===== src/rtl/rop_pkg.sv =====
// Package: shared encodings for the raster-op write unit.
// Assumes operation codes are 3 bits wide. Codes above 4 are reserved.
package rop_pkg;

    typedef enum logic [2:0] {
        ROP_SET = 3'd0,
        ROP_AND = 3'd1,
        ROP_OR  = 3'd2,
        ROP_XOR = 3'd3,
        ROP_INV = 3'd4
    } rop_op_e;

    typedef enum logic [2:0] {
        SQ_IDLE,
        SQ_WR_FETCH,
        SQ_WR_COMMIT,
        SQ_RD_FETCH,
        SQ_RD_RETURN
    } sq_state_e;

    // True for the codes that are allowed to change pixels.
    function automatic logic rop_op_known(input logic [2:0] code);
        return code <= 3'd4;
    endfunction

    // One-pixel combine of a stored bit with a host bit.
    function automatic logic rop_bit(input logic [2:0] code, input logic old_b, input logic host_b);
        logic res;
        case (code)
            ROP_SET: res = host_b;
            ROP_AND: res = old_b & host_b;
            ROP_OR:  res = old_b | host_b;
            ROP_XOR: res = old_b ^ host_b;
            ROP_INV: res = ~old_b;
            default: res = old_b;
        endcase
        return res;
    endfunction

endpackage


===== src/rtl/rop_sequencer.sv =====
// Module: rop_sequencer
// Runs the transaction state machine. A write goes through fetch and then
// commit. A read goes through fetch and then return. Requests are taken
// only when idle, and a write wins over a read made in the same cycle.
// Assumes the store returns read data one cycle after the fetch strobe.
module rop_sequencer
    import rop_pkg::*;
(
    input  logic clk,
    input  logic rst_n,
    input  logic req_wr,
    input  logic req_rd,
    output logic accept,
    output logic busy,
    output logic fetch,
    output logic commit,
    output logic ret
);

    sq_state_e state_q, state_d;

    // Accept a request only in the idle state.
    always_comb begin
        accept = (state_q == SQ_IDLE) && (req_wr || req_rd);
    end

    // Next-state selection.
    always_comb begin
        state_d = state_q;
        case (state_q)
            SQ_IDLE: begin
                if (req_wr)      state_d = SQ_WR_FETCH;
                else if (req_rd) state_d = SQ_RD_FETCH;
            end
            SQ_WR_FETCH:  state_d = SQ_WR_COMMIT;
            SQ_WR_COMMIT: state_d = SQ_IDLE;
            SQ_RD_FETCH:  state_d = SQ_RD_RETURN;
            SQ_RD_RETURN: state_d = SQ_IDLE;
            default:      state_d = SQ_IDLE;
        endcase
    end

    // State register with synchronous reset.
    always_ff @(posedge clk) begin
        if (!rst_n) state_q <= SQ_IDLE;
        else        state_q <= state_d;
    end

    // Phase strobes decoded from the state.
    always_comb begin
        busy   = (state_q != SQ_IDLE);
        fetch  = (state_q == SQ_WR_FETCH) || (state_q == SQ_RD_FETCH);
        commit = (state_q == SQ_WR_COMMIT);
        ret    = (state_q == SQ_RD_RETURN);
    end

endmodule


===== src/rtl/rop_lane_map.sv =====
// Module: rop_lane_map
// Turns a base pixel coordinate and an orientation into one coordinate per
// bit lane. Lane i is offset by DW-1-i pixels, so the MSB sits on the top
// pixel (vertical) or the leftmost pixel (horizontal). Sums wrap.
module rop_lane_map #(
    parameter int DW = 8,
    parameter int XW = 8,
    parameter int YW = 8
) (
    input  logic [XW-1:0]    base_x,
    input  logic [YW-1:0]    base_y,
    input  logic             horiz,
    output logic [DW*XW-1:0] lane_x,
    output logic [DW*YW-1:0] lane_y
);

    for (genvar g = 0; g < DW; g++) begin : g_lane
        localparam int OFF = DW - 1 - g;
        localparam logic [XW-1:0] OFF_X = XW'(OFF);
        localparam logic [YW-1:0] OFF_Y = YW'(OFF);

        // Step along the row or down the column by this lane's offset.
        always_comb begin
            lane_x[g*XW +: XW] = horiz ? (base_x + OFF_X) : base_x;
            lane_y[g*YW +: YW] = horiz ? base_y : (base_y + OFF_Y);
        end
    end

endmodule


===== src/rtl/rop_alu.sv =====
// Module: rop_alu
// Combines the fetched pixels with the host byte, one lane at a time.
// A masked-off lane keeps its old value. Reserved codes enable no lane.
module rop_alu
    import rop_pkg::*;
#(
    parameter int DW = 8
) (
    input  logic [2:0]    op,
    input  logic [DW-1:0] old_px,
    input  logic [DW-1:0] host,
    input  logic [DW-1:0] mask,
    output logic [DW-1:0] new_px,
    output logic [DW-1:0] lane_en
);

    logic known;

    // Decide once whether this code may change pixels.
    always_comb begin
        known = rop_op_known(op);
    end

    for (genvar g = 0; g < DW; g++) begin : g_bit
        // Per-lane combine, masked merge and enable.
        always_comb begin
            new_px[g]  = mask[g] ? rop_bit(op, old_px[g], host[g]) : old_px[g];
            lane_en[g] = mask[g] & known;
        end
    end

endmodule


===== src/rtl/rop_write_unit.sv =====
// Module: rop_write_unit (top)
// Masked raster-op path between an 8-bit host port and a pixel store with
// per-lane addresses and write enables. A write is fetch then write-back.
// A read is fetch then masked return. Request fields and the mask are
// captured at the accepting edge. Assumes one-cycle read latency.
module rop_write_unit
    import rop_pkg::*;
#(
    parameter int DW = 8,
    parameter int XW = 8,
    parameter int YW = 8
) (
    input  logic             clk,
    input  logic             rst_n,
    input  logic             mask_we,
    input  logic [DW-1:0]    mask_in,
    input  logic             req_wr,
    input  logic             req_rd,
    input  logic [2:0]       req_op,
    input  logic             req_horiz,
    input  logic [XW-1:0]    req_x,
    input  logic [YW-1:0]    req_y,
    input  logic [DW-1:0]    req_data,
    output logic             busy,
    output logic             rd_valid,
    output logic [DW-1:0]    rd_data,
    output logic             mem_rd,
    output logic [DW-1:0]    mem_we,
    output logic [DW*XW-1:0] mem_x,
    output logic [DW*YW-1:0] mem_y,
    output logic [DW-1:0]    mem_wdata,
    input  logic [DW-1:0]    mem_rdata
);

    logic          accept, fetch, commit, ret;
    logic [DW-1:0] mask_q;
    logic [DW-1:0] mask_snap;
    logic [2:0]    op_q;
    logic          horiz_q;
    logic [XW-1:0] x_q;
    logic [YW-1:0] y_q;
    logic [DW-1:0] data_q;
    logic [DW-1:0] alu_px, alu_en;

    // Mask register: all lanes open after reset.
    always_ff @(posedge clk) begin
        if (!rst_n)       mask_q <= '1;
        else if (mask_we) mask_q <= mask_in;
    end

    // Capture the request fields and the current mask on acceptance.
    always_ff @(posedge clk) begin
        if (!rst_n) begin
            mask_snap <= '1;
            op_q      <= '0;
            horiz_q   <= 1'b0;
            x_q       <= '0;
            y_q       <= '0;
            data_q    <= '0;
        end else if (accept) begin
            mask_snap <= mask_q;
            op_q      <= req_op;
            horiz_q   <= req_horiz;
            x_q       <= req_x;
            y_q       <= req_y;
            data_q    <= req_data;
        end
    end

    rop_sequencer i_seq (
        .clk    (clk),
        .rst_n  (rst_n),
        .req_wr (req_wr),
        .req_rd (req_rd),
        .accept (accept),
        .busy   (busy),
        .fetch  (fetch),
        .commit (commit),
        .ret    (ret)
    );

    rop_lane_map #(.DW(DW), .XW(XW), .YW(YW)) i_map (
        .base_x (x_q),
        .base_y (y_q),
        .horiz  (horiz_q),
        .lane_x (mem_x),
        .lane_y (mem_y)
    );

    rop_alu #(.DW(DW)) i_alu (
        .op      (op_q),
        .old_px  (mem_rdata),
        .host    (data_q),
        .mask    (mask_snap),
        .new_px  (alu_px),
        .lane_en (alu_en)
    );

    // Drive the store and host outputs for the current phase.
    always_comb begin
        mem_rd    = fetch;
        mem_we    = commit ? alu_en : '0;
        mem_wdata = commit ? alu_px : '0;
        rd_valid  = ret;
        rd_data   = ret ? (mem_rdata & mask_snap) : '0;
    end

endmodule


===== config.mk =====
export PLATFORM = sky130hd
export DESIGN_NAME = rop_write_unit
export DESIGN_NICKNAME = d
export VERILOG_FILES = /design/src/rtl/rop_pkg.sv /design/src/rtl/rop_sequencer.sv /design/src/rtl/rop_lane_map.sv /design/src/rtl/rop_alu.sv /design/src/rtl/rop_write_unit.sv
export SDC_FILE = /design/constraint.sdc
export NUM_CORES = 1
export LEC_CHECK = 0
export BUFFER_PORTS_ARGS = -buffer_cell sky130_fd_sc_hd__buf_2
export CAP_MARGIN = 20
export CORE_MARGIN = 5
export CORE_UTILIZATION = 49
export DETAILED_ROUTE_END_ITERATION = 12
export PLACE_DENSITY = 0.93
export SYNTH_ARGS = -nofsm -noshare
export SYNTH_HDL_FRONTEND = slang
export SYNTH_HIERARCHICAL = 1
export SYNTH_SLANG_ARGS = --single-unit

===== constraint.sdc =====
create_clock -name clk -period 1.85 [get_ports clk]
set_input_delay 0.0925 -clock clk [delete_from_list [all_inputs] [get_ports clk]]
set_output_delay 0.0925 -clock clk [all_outputs]
set_load 0.005 [all_outputs]

==> results.toml, run 1 <==
[job]
drv_cap = 0

[clocking]
clk_pin_slew_worst_paths_ps = 80
cts_root_buf = "clkbuf_8"
cts_sinks = 47
clock_path_buffers = 2
insertion_delay_ps = 290
tritoncts = "built"
cts_made_buffers = 5
htreeDepth = 2

[status]
status = "finished with violations"
violations = "setup timing"

[yosys]
netlist_top_cells_area = "dfxtp_1 (20%), mux2i_1 (9.9%), ha_1 (9.2%)"
synth_edf_count = 0
synth_common_cells = "dfxtp_1 (47), mux2i_1 (47), buf_4 (45), nor2_1 (45), nor2b_1 (42)"
synth-seq-cells = 47
syn_area_mm2 = 0.004762
synthFlopType = "dfxtp_1"
postSynthAreaPerCell_um2 = 8.282
synthArstFlopShare_pct = 0
yosysTopAreaCell = "dfxtp_1"
yosys_warnings = 6
yosys.area.top_type_share_pct = 19.76
syn-num-nets = 659
synthCells = 575
ys_seq_area_share_pct = 19.76
synth_cell_type_count = 55

[global_routing]
grt_max_degree = 33
grt_usage_pct = 22.26
overflow = 0
grt_first_pass_wirelength_um = 21430
antenna_found_initial = 0
grt_pass1_vias = 4483

[critical_path]
worstPathCellList = "inv_2, ha_4, mux4_2, o2bb2ai_4, a2bb2oi_2, and2_1, buf_2"
critPathKind = "reg -> out"
crit_required_ps = 1760
worst_path_max_delay_cell = "mux4_2"
critPathMaxStageDelay_ps = 510
cp.arrival_ps = 1940
start_kind = "register"
crit_path_end_kind = "output port"
crit_family = "multiplexers"
path_max_fanout = 2
path_buf_inv = 2

[detailed_routing]
drc = 0
drt_pass1_iterations = 4
final_antenna_net_count = 0
drt_iter0_markers = 211
via_per_inst = 5.192
vias = 4657
wire_per_inst_um = 16.22
drt_wl_total_um = 14550

[floorplanning]
start_util_pct = 49.40
die-area_mm2 = 0.01179
die_h_um = 108.6
num_io_pins = 204
num_rows = 36
core_mm2 = 0.009639
fp.dieW_um = 108.6

[pwr]
ir_worst_vdd_mv = 0.4002
clockPowerShare_pct = 17.1
p_seq_share_pct = 33.7
power.share.switching_pct = 37.14
power_frac_comb_pct = 49.2
p_leak_nw = 3.271
p_int_mw = 2.282
p_per_area_mw_per_mm2 = 576.6
switchingPower_mw = 1.348

[placed_design]
dpl-instance-area_mm2 = 0.005695
dpl.hpwl_um = 10580
port_buffers = 203
place.gp.congestion = 0.9127

[min_path]
hp-class = "in -> reg"

[sta]
finalWorstSetupSlack_ps = -181.8
setup_violations = 4
post-route-period-util_pct = 109.8
min_period_ps = 2032
tightest_slew_ps = 503.1
relSlewSlack_pct = 66.42
fmax_ghz = 0.4922
fin_worst_skew_ps = 4.262
rsz0062_at_grt = "true"
timing_max_transition_violations_final = 0
finalHoldViolations = 0

[final_layout]
n_antenna_cell = 0
final_util_pct = 65.30
nets = 848
area_delta_synth_final_pct = 32.19
layout-drive-gt1-share_pct = 45.81
finalInstanceArea_mm2 = 0.006295
[repair_timing]
item	CTS	global route
hold endpoints to repair	1	0
pin swaps	10	19
buffers inserted	9	6
endpoints found under the setup margin	26	41
hold buffers	1	0
gates resized for setup	39	59
[metrics by stage]
stage               setup TNS [ps]  hold slack (ps)  worst slack (ps)  instances  total power, mW
floorplan                        0            220.5             141.8        575            2.291
global placement                 0            304.7             130.6        874            2.749
detailed placement               0            312.7             67.41        874            2.800
CTS                         -175.5            1.399            -113.3        891            3.513
global route                 -1157            11.60            -267.3        897            3.873
finish                      -340.0            11.91            -181.8        897            3.630
[power by group through the flow]
stage	Clock, mW	Combinational [mW]	Sequential (mW)
5_1_grt	0.693	1.95	1.24
4_1_cts	0.650	1.65	1.22
3_3_place_gp	0	1.51	1.24
6_report	0.622	1.79	1.22
3_5_place_dp	0	1.56	1.24
2_1_floorplan	0	1.10	1.20
[cell usage in the layout (no fill, tap or decap), types with 4 or more instances in the layout]
cell type / Yosys / layout
a21oi_1: 15 / 7
a21oi_2: 0 / 6
a31oi_1: 6 / 6
and2_1: 24 / 21
and3_1: 12 / 10
buf_12: 3 / 4
buf_2: 11 / 203
buf_4: 45 / 37
buf_6: 3 / 7
clkbuf_8: 0 / 6
dfxtp_1: 47 / 30
dfxtp_2: 0 / 14
ha_1: 35 / 22
ha_2: 0 / 6
ha_4: 0 / 7
inv_1: 26 / 20
inv_2: 3 / 8
mux2i_1: 47 / 47
nand2_1: 31 / 31
nand2b_1: 6 / 6
nand3_1: 11 / 8
nand3_2: 1 / 4
nor2_1: 45 / 41
nor2b_1: 42 / 39
nor3_1: 8 / 5
nor3_2: 5 / 8
o21ai_0: 11 / 10
o21ai_1: 4 / 4
xnor2_1: 41 / 41
xor2_1: 41 / 41
[worst register-to-register path, delay by kind of cell (launching register included)]
family                 cells  cell delay [ps]
multiplexers               1              230
flip-flops                 1              360
buffers and inverters      1              250
AND/OR/NAND/NOR            3              670
[flip-flops by register name (all words and copies together), names as in the netlist]
register,cells
horiz_q,1
op_q,3
data_q,8
i_seq/state_q,3
y_q,8
mask_q,8
x_q,8
mask_snap,8
[cells by family after synthesis]
family          Yosys count  synth area share [%]
flops                    47                 19.76
fa+ha+maj                35                 9.196
mux                      50                 11.06
simple gates            202                 23.65
compound gates           59                 8.014
buf+inv                 100                 13.24
xor+xnor                 82                 15.08
[routing by layer]
metal / wire, um / GRT usage [%] / part of all wire (%) / vias up
li1: - / - / - / 2230
met1: 5623 / 25.45 / 39 / 2204
met2: 7559 / 42.67 / 52 / 200
met3: 1136 / 3.343 / 7.8 / 23
met4: 227 / 5.681 / 1.6 / 0
met5: 0 / 0 / 0 / -
[worst paths after layout]
check,startpoint,depth (start not counted),to,slack (ps)
hold / removal,mask_in[2],3,mask_q[2]$_SDFFE_PN1P_,10
setup / recovery,data_q[4]$_SDFFE_PN0P_,7,mem_wdata[4],-180
setup reg to reg,i_seq/state_q[0]$_SDFFE_PN0P_,5,horiz_q$_SDFFE_PN0P_,240
hold reg to reg,mask_q[2]$_SDFFE_PN1P_,2,mask_q[2]$_SDFFE_PN1P_,480
[area by class of cell]
type | instances | area [um^2]
clock inverter | 1 | 5.005
tap | 133 | 166.4
fill | 747 | 3344
timing repair buffer | 252 | 1463
multi-input combinational | 428 | 3492
inverter | 30 | 116.4
sequential | 47 | 969.7
clock buffer | 6 | 82.58
Note: power is estimated with default switching activity, not from simulation.
==> inputs of run 2 (changes only) <==
- CORE_UTILIZATION: 49 -> 50
- CTS_BUF_LIST: not set -> sky130_fd_sc_hd__clkbuf_2
- PLACE_DENSITY: 0.93 -> 0.94
- clock period: 1.85 -> 1.9 ns (I/O delays scaled with it)
==> run 2 against run 1 <==
The run still ends with setup timing left. Critical path depth unchanged. Worst hold slack better by 25 ps. Register-to-register slack worse by 90 ps. Flip-flop and latch count did not move. Setup slack worse by 45 ps. Largest power group unchanged. Highest routed layer unchanged. Critical endpoint unchanged. Sequential share of layout area decreased by 2.0 points.
==> results.toml, run 2 (same netlist as run 1, synthesis figures left out) <==
[status]
status = "finished with violations"
violations = "setup timing"

[final_layout]
stdcell_count = 959
finalInstanceArea_mm2 = 0.007442
num-fill-cells = 480
mostFrequentLayoutCell = "buf_2"
mostFrequentLayoutCells = "buf_2 (203), buf_4 (47), mux2i_1 (46)"
nets = 913
layout-drive-gt1-share_pct = 52.65
n_antenna_cell = 0
area_delta_synth_final_pct = 56.28

[floorplanning]
fp.dieW_um = 107.6
die-area_mm2 = 0.01158
die_h_um = 107.6
num_rows = 35
num_io_pins = 204
start_util_pct = 51.29
core_mm2 = 0.009284

[min_path]
min_to = "i_seq/state_q[1]$_SDFFE_PN0P_"
hp-class = "in -> reg"
min_path_cells = 3
worst_hold_startpoint = "req_rd"

[critical_path]
worst_path_max_delay_cell = "mux4_2"
r2r_start = "i_seq/state_q[0]$_SDFFE_PN0P_"
crit_path_end_kind = "output port"
cp.arrival_ps = 2030
crit_required_ps = 1800
critPathMaxStageDelay_ps = 460
worstSetupStartpoint = "data_q[4]$_SDFFE_PN0P_"
critPathKind = "reg -> out"
start_kind = "register"
reg2reg_to = "horiz_q$_SDFFE_PN0P_"
worstPathCellList = "buf_4, ha_2, mux4_2, o2bb2ai_2, a2bb2oi_1, and2_1, buf_2"
r2r_setup_slack_ps = 150
path_buf_inv = 2
crit_family = "multiplexers"
path_max_fanout = 3
reg2reg_depth = 5

[sta]
fin_worst_skew_ps = 30.23
relSlewSlack_pct = 69.48
finalSetupTns_ps = -1730
min_period_ps = 2127
finalWorstSetupSlack_ps = -227.2
rsz0062_at_grt = "true"
finalHoldViolations = 0
fmax_ghz = 0.4701
timing_max_transition_violations_final = 0
setup_violations = 25
post-route-period-util_pct = 112.0
tightest_slew_ps = 457.2

[job]
drv_cap = 0

[clocking]
clock_path_buffers = 2
tritoncts = "built"
htreeDepth = 2
clk_pin_slew_worst_paths_ps = 270
insertion_delay_ps = 440
cts_sinks = 47
cts_made_buffers = 5
cts_root_buf = "clkbuf_2"

[detailed_routing]
drc = 0
via_per_inst = 5.675
drt_wl_total_um = 20060
drt_pass1_iterations = 7
final_antenna_net_count = 0
wire_per_inst_um = 20.92
vias = 5442
drt_iter0_markers = 394

[placed_design]
place.gp.congestion = 0.9349
dpl-instance-area_mm2 = 0.005628
port_buffers = 203
dpl.hpwl_um = 10340
placedCellCount = 860

[global_routing]
grt_usage_pct = 25.76
overflow = 0
antenna_found_initial = 0
grt_max_degree = 37
grt_pass1_vias = 4930
grt_first_pass_wirelength_um = 24480

[pwr]
p_leak_nw = 3.730
ir_worst_vdd_mv = 0.3906
p_per_area_mw_per_mm2 = 513.3
[run 2: final cells by class]
| cell class | instances | area, um^2 | share of cell area [%] |
|---|---|---|---|
| tap | 129 | 161.4 | 2.169 |
| timing repair buffer | 316 | 2210 | 29.69 |
| multi-input combinational | 429 | 3908 | 52.51 |
| clock inverter | 2 | 7.507 | 0.1009 |
| clock buffer | 6 | 30.03 | 0.4035 |
| sequential | 47 | 996.0 | 13.38 |
| inverter | 30 | 130.1 | 1.748 |
[run 2: worst max-delay path by stage]
stage | slack (ps) | end | cells past startpoint
6_report | -230 | mem_wdata[4] | 7
5_1_grt | -350 | mem_wdata[4] | 7
4_1_cts | -220 | mem_wdata[4] | 7
3_5_place_dp | 160 | mem_wdata[4] | 7
3_3_place_gp | 210 | mem_wdata[4] | 7
2_1_floorplan | 190 | mem_x[7] | 6
[run 2: timing repair]
item | CTS | global route
endpoints found under the hold margin | 37 | 4
setup endpoints to repair | 73 | 64
buffers inserted | 21 | 26
hold buffers | 37 | 1
pin swaps | 31 | 46
resized for setup | 103 | 119
cloned | 2 | 4
[run 2: where the power goes]
group	switching [mW]	leakage [nW]	total [mW]	internal, mW
Clock	0.336	0.0281	0.425	0.0885
Combinational	1.09	3.30	2.18	1.09
Sequential	0.138	0.399	1.21	1.07
Total	1.56	3.73	3.82	2.26
[run 2: through the flow]
stage	power, mW	hold slack [ps]	worst slack [ps]	utilization (%)
2_1_floorplan	2.231	223.0	189.3	-
3_3_place_gp	2.655	307.5	208.2	60.62
3_5_place_dp	2.699	320.3	161.8	60.62
4_1_cts	3.372	2.364	-221.3	71.36
5_1_grt	3.995	13.61	-352.5	80.16
6_report	3.820	36.94	-227.2	80.16
[run 2: tightest hold or removal path, cell delays in order]
cell and delay [ps]:
buf_2 90, nor2b_1 140, o21a_1 110
[run 2: routing by layer]
layer | GRT usage (%) | share of wire (%) | vias up
met1 | 27.89 | 35 | 2564
met5 | 0 | 0 | -
met4 | 9.468 | 5.6 | 0
met3 | 5.159 | 9.6 | 114
li1 | - | - | 2368
met2 | 48.85 | 50 | 396
==> inputs of run 3 (changes only) <==
- BUFFER_PORTS_ARGS: -buffer_cell sky130_fd_sc_hd__buf_2 -> -buffer_cell sky130_fd_sc_hd__buf_4
==> run 3 against run 2 <==
The flow still finishes with violations (setup timing). Count of clock-buffer cells in the layout down 1. Critical path depth unchanged. Global-route usage increased by 2.7 points. Critical path type unchanged. Critical endpoint unchanged. Largest cell class unchanged. Largest power group unchanged.
==> results.toml, run 3 (same netlist as run 1, synthesis figures left out) <==
[final_layout]
layout-drive-gt1-share_pct = 53.80
multi_input_comb_area_mm2 = 0.004003
num-fill-cells = 392
mostFrequentLayoutCells = "buf_4 (246), mux2i_1 (46), xor2_1 (41)"
finalInstanceArea_mm2 = 0.008069
nets = 913
stdcell_count = 960
final_util_pct = 86.91
area_delta_synth_final_pct = 69.44
seq_area_mm2 = 0.001005
mostFrequentLayoutCell = "buf_4"

[placed_design]
port_buffers = 203
place.gp.congestion = 0.9215
dpl.hpwl_um = 11480
place_ws_ps = 120.7
dpl-instance-area_mm2 = 0.006143
placedCellCount = 861

[critical_path]
r2r_start = "i_seq/state_q[0]$_SDFFE_PN0P_"
crit_required_ps = 1800
start_kind = "register"
path_max_fanout = 3
cp.arrival_ps = 2070
reg2reg_depth = 5
reg2reg_to = "x_q[1]$_SDFFE_PN0P_"
worstSetupStartpoint = "data_q[4]$_SDFFE_PN0P_"
crit_path_end_kind = "output port"
r2r_setup_slack_ps = 140
critPathKind = "reg -> out"

[sta]
tightest_slew_ps = 513.6
finalHoldViolations = 0
finalSetupTns_ps = -1379
timing_max_transition_violations_final = 0
min_period_ps = 2166
rsz0062_at_grt = "true"
timing.hold.ws_ps = 30.25
fin_worst_skew_ps = 14.40
setup_violations = 22
relSlewSlack_pct = 65.71
post-route-period-util_pct = 114.0
fmax_ghz = 0.4617
finalWorstSetupSlack_ps = -266.0

[clocking]
cts_root_buf = "clkbuf_2"
tritoncts = "built"
clock_path_buffers = 2
htreeDepth = 2
insertion_delay_ps = 390
clk_pin_slew_worst_paths_ps = 230
cts_sinks = 47
cts_made_buffers = 5

[floorplanning]
core_mm2 = 0.009284
die_h_um = 107.6
die-area_mm2 = 0.01158
num_io_pins = 204
start_util_pct = 51.29
num_rows = 35
fp.dieW_um = 107.6

[global_routing]
grt_max_degree = 48
overflow = 0
antenna_found_initial = 1
grt_pass1_vias = 5130
grt_usage_pct = 28.51
grt_first_pass_wirelength_um = 26680

[detailed_routing]
drc = 0
final_antenna_net_count = 0
drt_iter0_markers = 340
drt_pass1_iterations = 5
drt_wl_total_um = 21620
wire_per_inst_um = 22.52
vias = 5492
via_per_inst = 5.721

[pwr]
p_per_area_mw_per_mm2 = 505.7
p_total_mw = 4.080
ir_worst_vdd_mv = 0.4477
p_leak_nw = 3.851

[min_path]
min_path_cells = 3
worst_hold_startpoint = "req_rd"
hp-class = "in -> reg"
min_to = "i_seq/state_q[0]$_SDFFE_PN0P_"

[status]
status = "finished with violations"
violations = "setup timing"

[job]
drv_cap = 0
[run 3: cell types whose count changed in the layout (fill, tap and decap cells not counted), moves of 4 or more]
cell	change
ha_2	-5
ha_4	+5
xnor2_1	-4
buf_4	+199
xnor2_2	+4
buf_2	-203
buf_6	+5
[run 3: critical path, cell delays in order, from the launching register on]
cell and delay [ps]:
dfxtp_4 420, buf_6 120, ha_4 150, mux4_2 480, o2bb2ai_4 170, a2bb2oi_2 80
and2_4 150, buf_6 110
[run 3: how the worst max path moves through the flow]
stage | to | slack (ps) | cells past startpoint
4_1_cts | mem_wdata[7] | -200 | 8
3_5_place_dp | mem_x[3] | 120 | 6
5_1_grt | mem_wdata[4] | -360 | 7
6_report | mem_wdata[4] | -270 | 7
3_3_place_gp | mem_wdata[4] | 190 | 7
2_1_floorplan | mem_x[7] | 190 | 6
[run 3: routing by layer]
metal  routed length (um)  GRT usage [%]
met1                 7416          30.15
met3                 1911          4.919
met2                11170          54.93
met5                    0              0
met4                 1117          11.63
[run 3: layout make-up]
cell class | instances | share of cell area (%)
clock buffer | 5 | 0.3101
timing repair buffer | 317 | 33.70
antenna | 2 | 0.06203
tap | 129 | 2.000
sequential | 47 | 12.45
clock inverter | 2 | 0.1085
multi-input combinational | 428 | 49.60
inverter | 30 | 1.768
[run 3: timing repair]
| action | 4_1_cts | 5_1_grt |
|---|---|---|
| resized for setup | 115 | 136 |
| hold buffers | 38 | 1 |
| setup buffers | 17 | 31 |
| pin swaps | 36 | 58 |
| setup endpoints to repair | 75 | 59 |
| endpoints found under the hold margin | 37 | 2 |
| cloned | 1 | 2 |
[run 3: power breakdown]
part / switching, mW / internal, mW
Clock: 0.308 / 0.0781
Sequential: 0.136 / 1.07
Combinational: 1.16 / 1.32
Total: 1.61 / 2.47
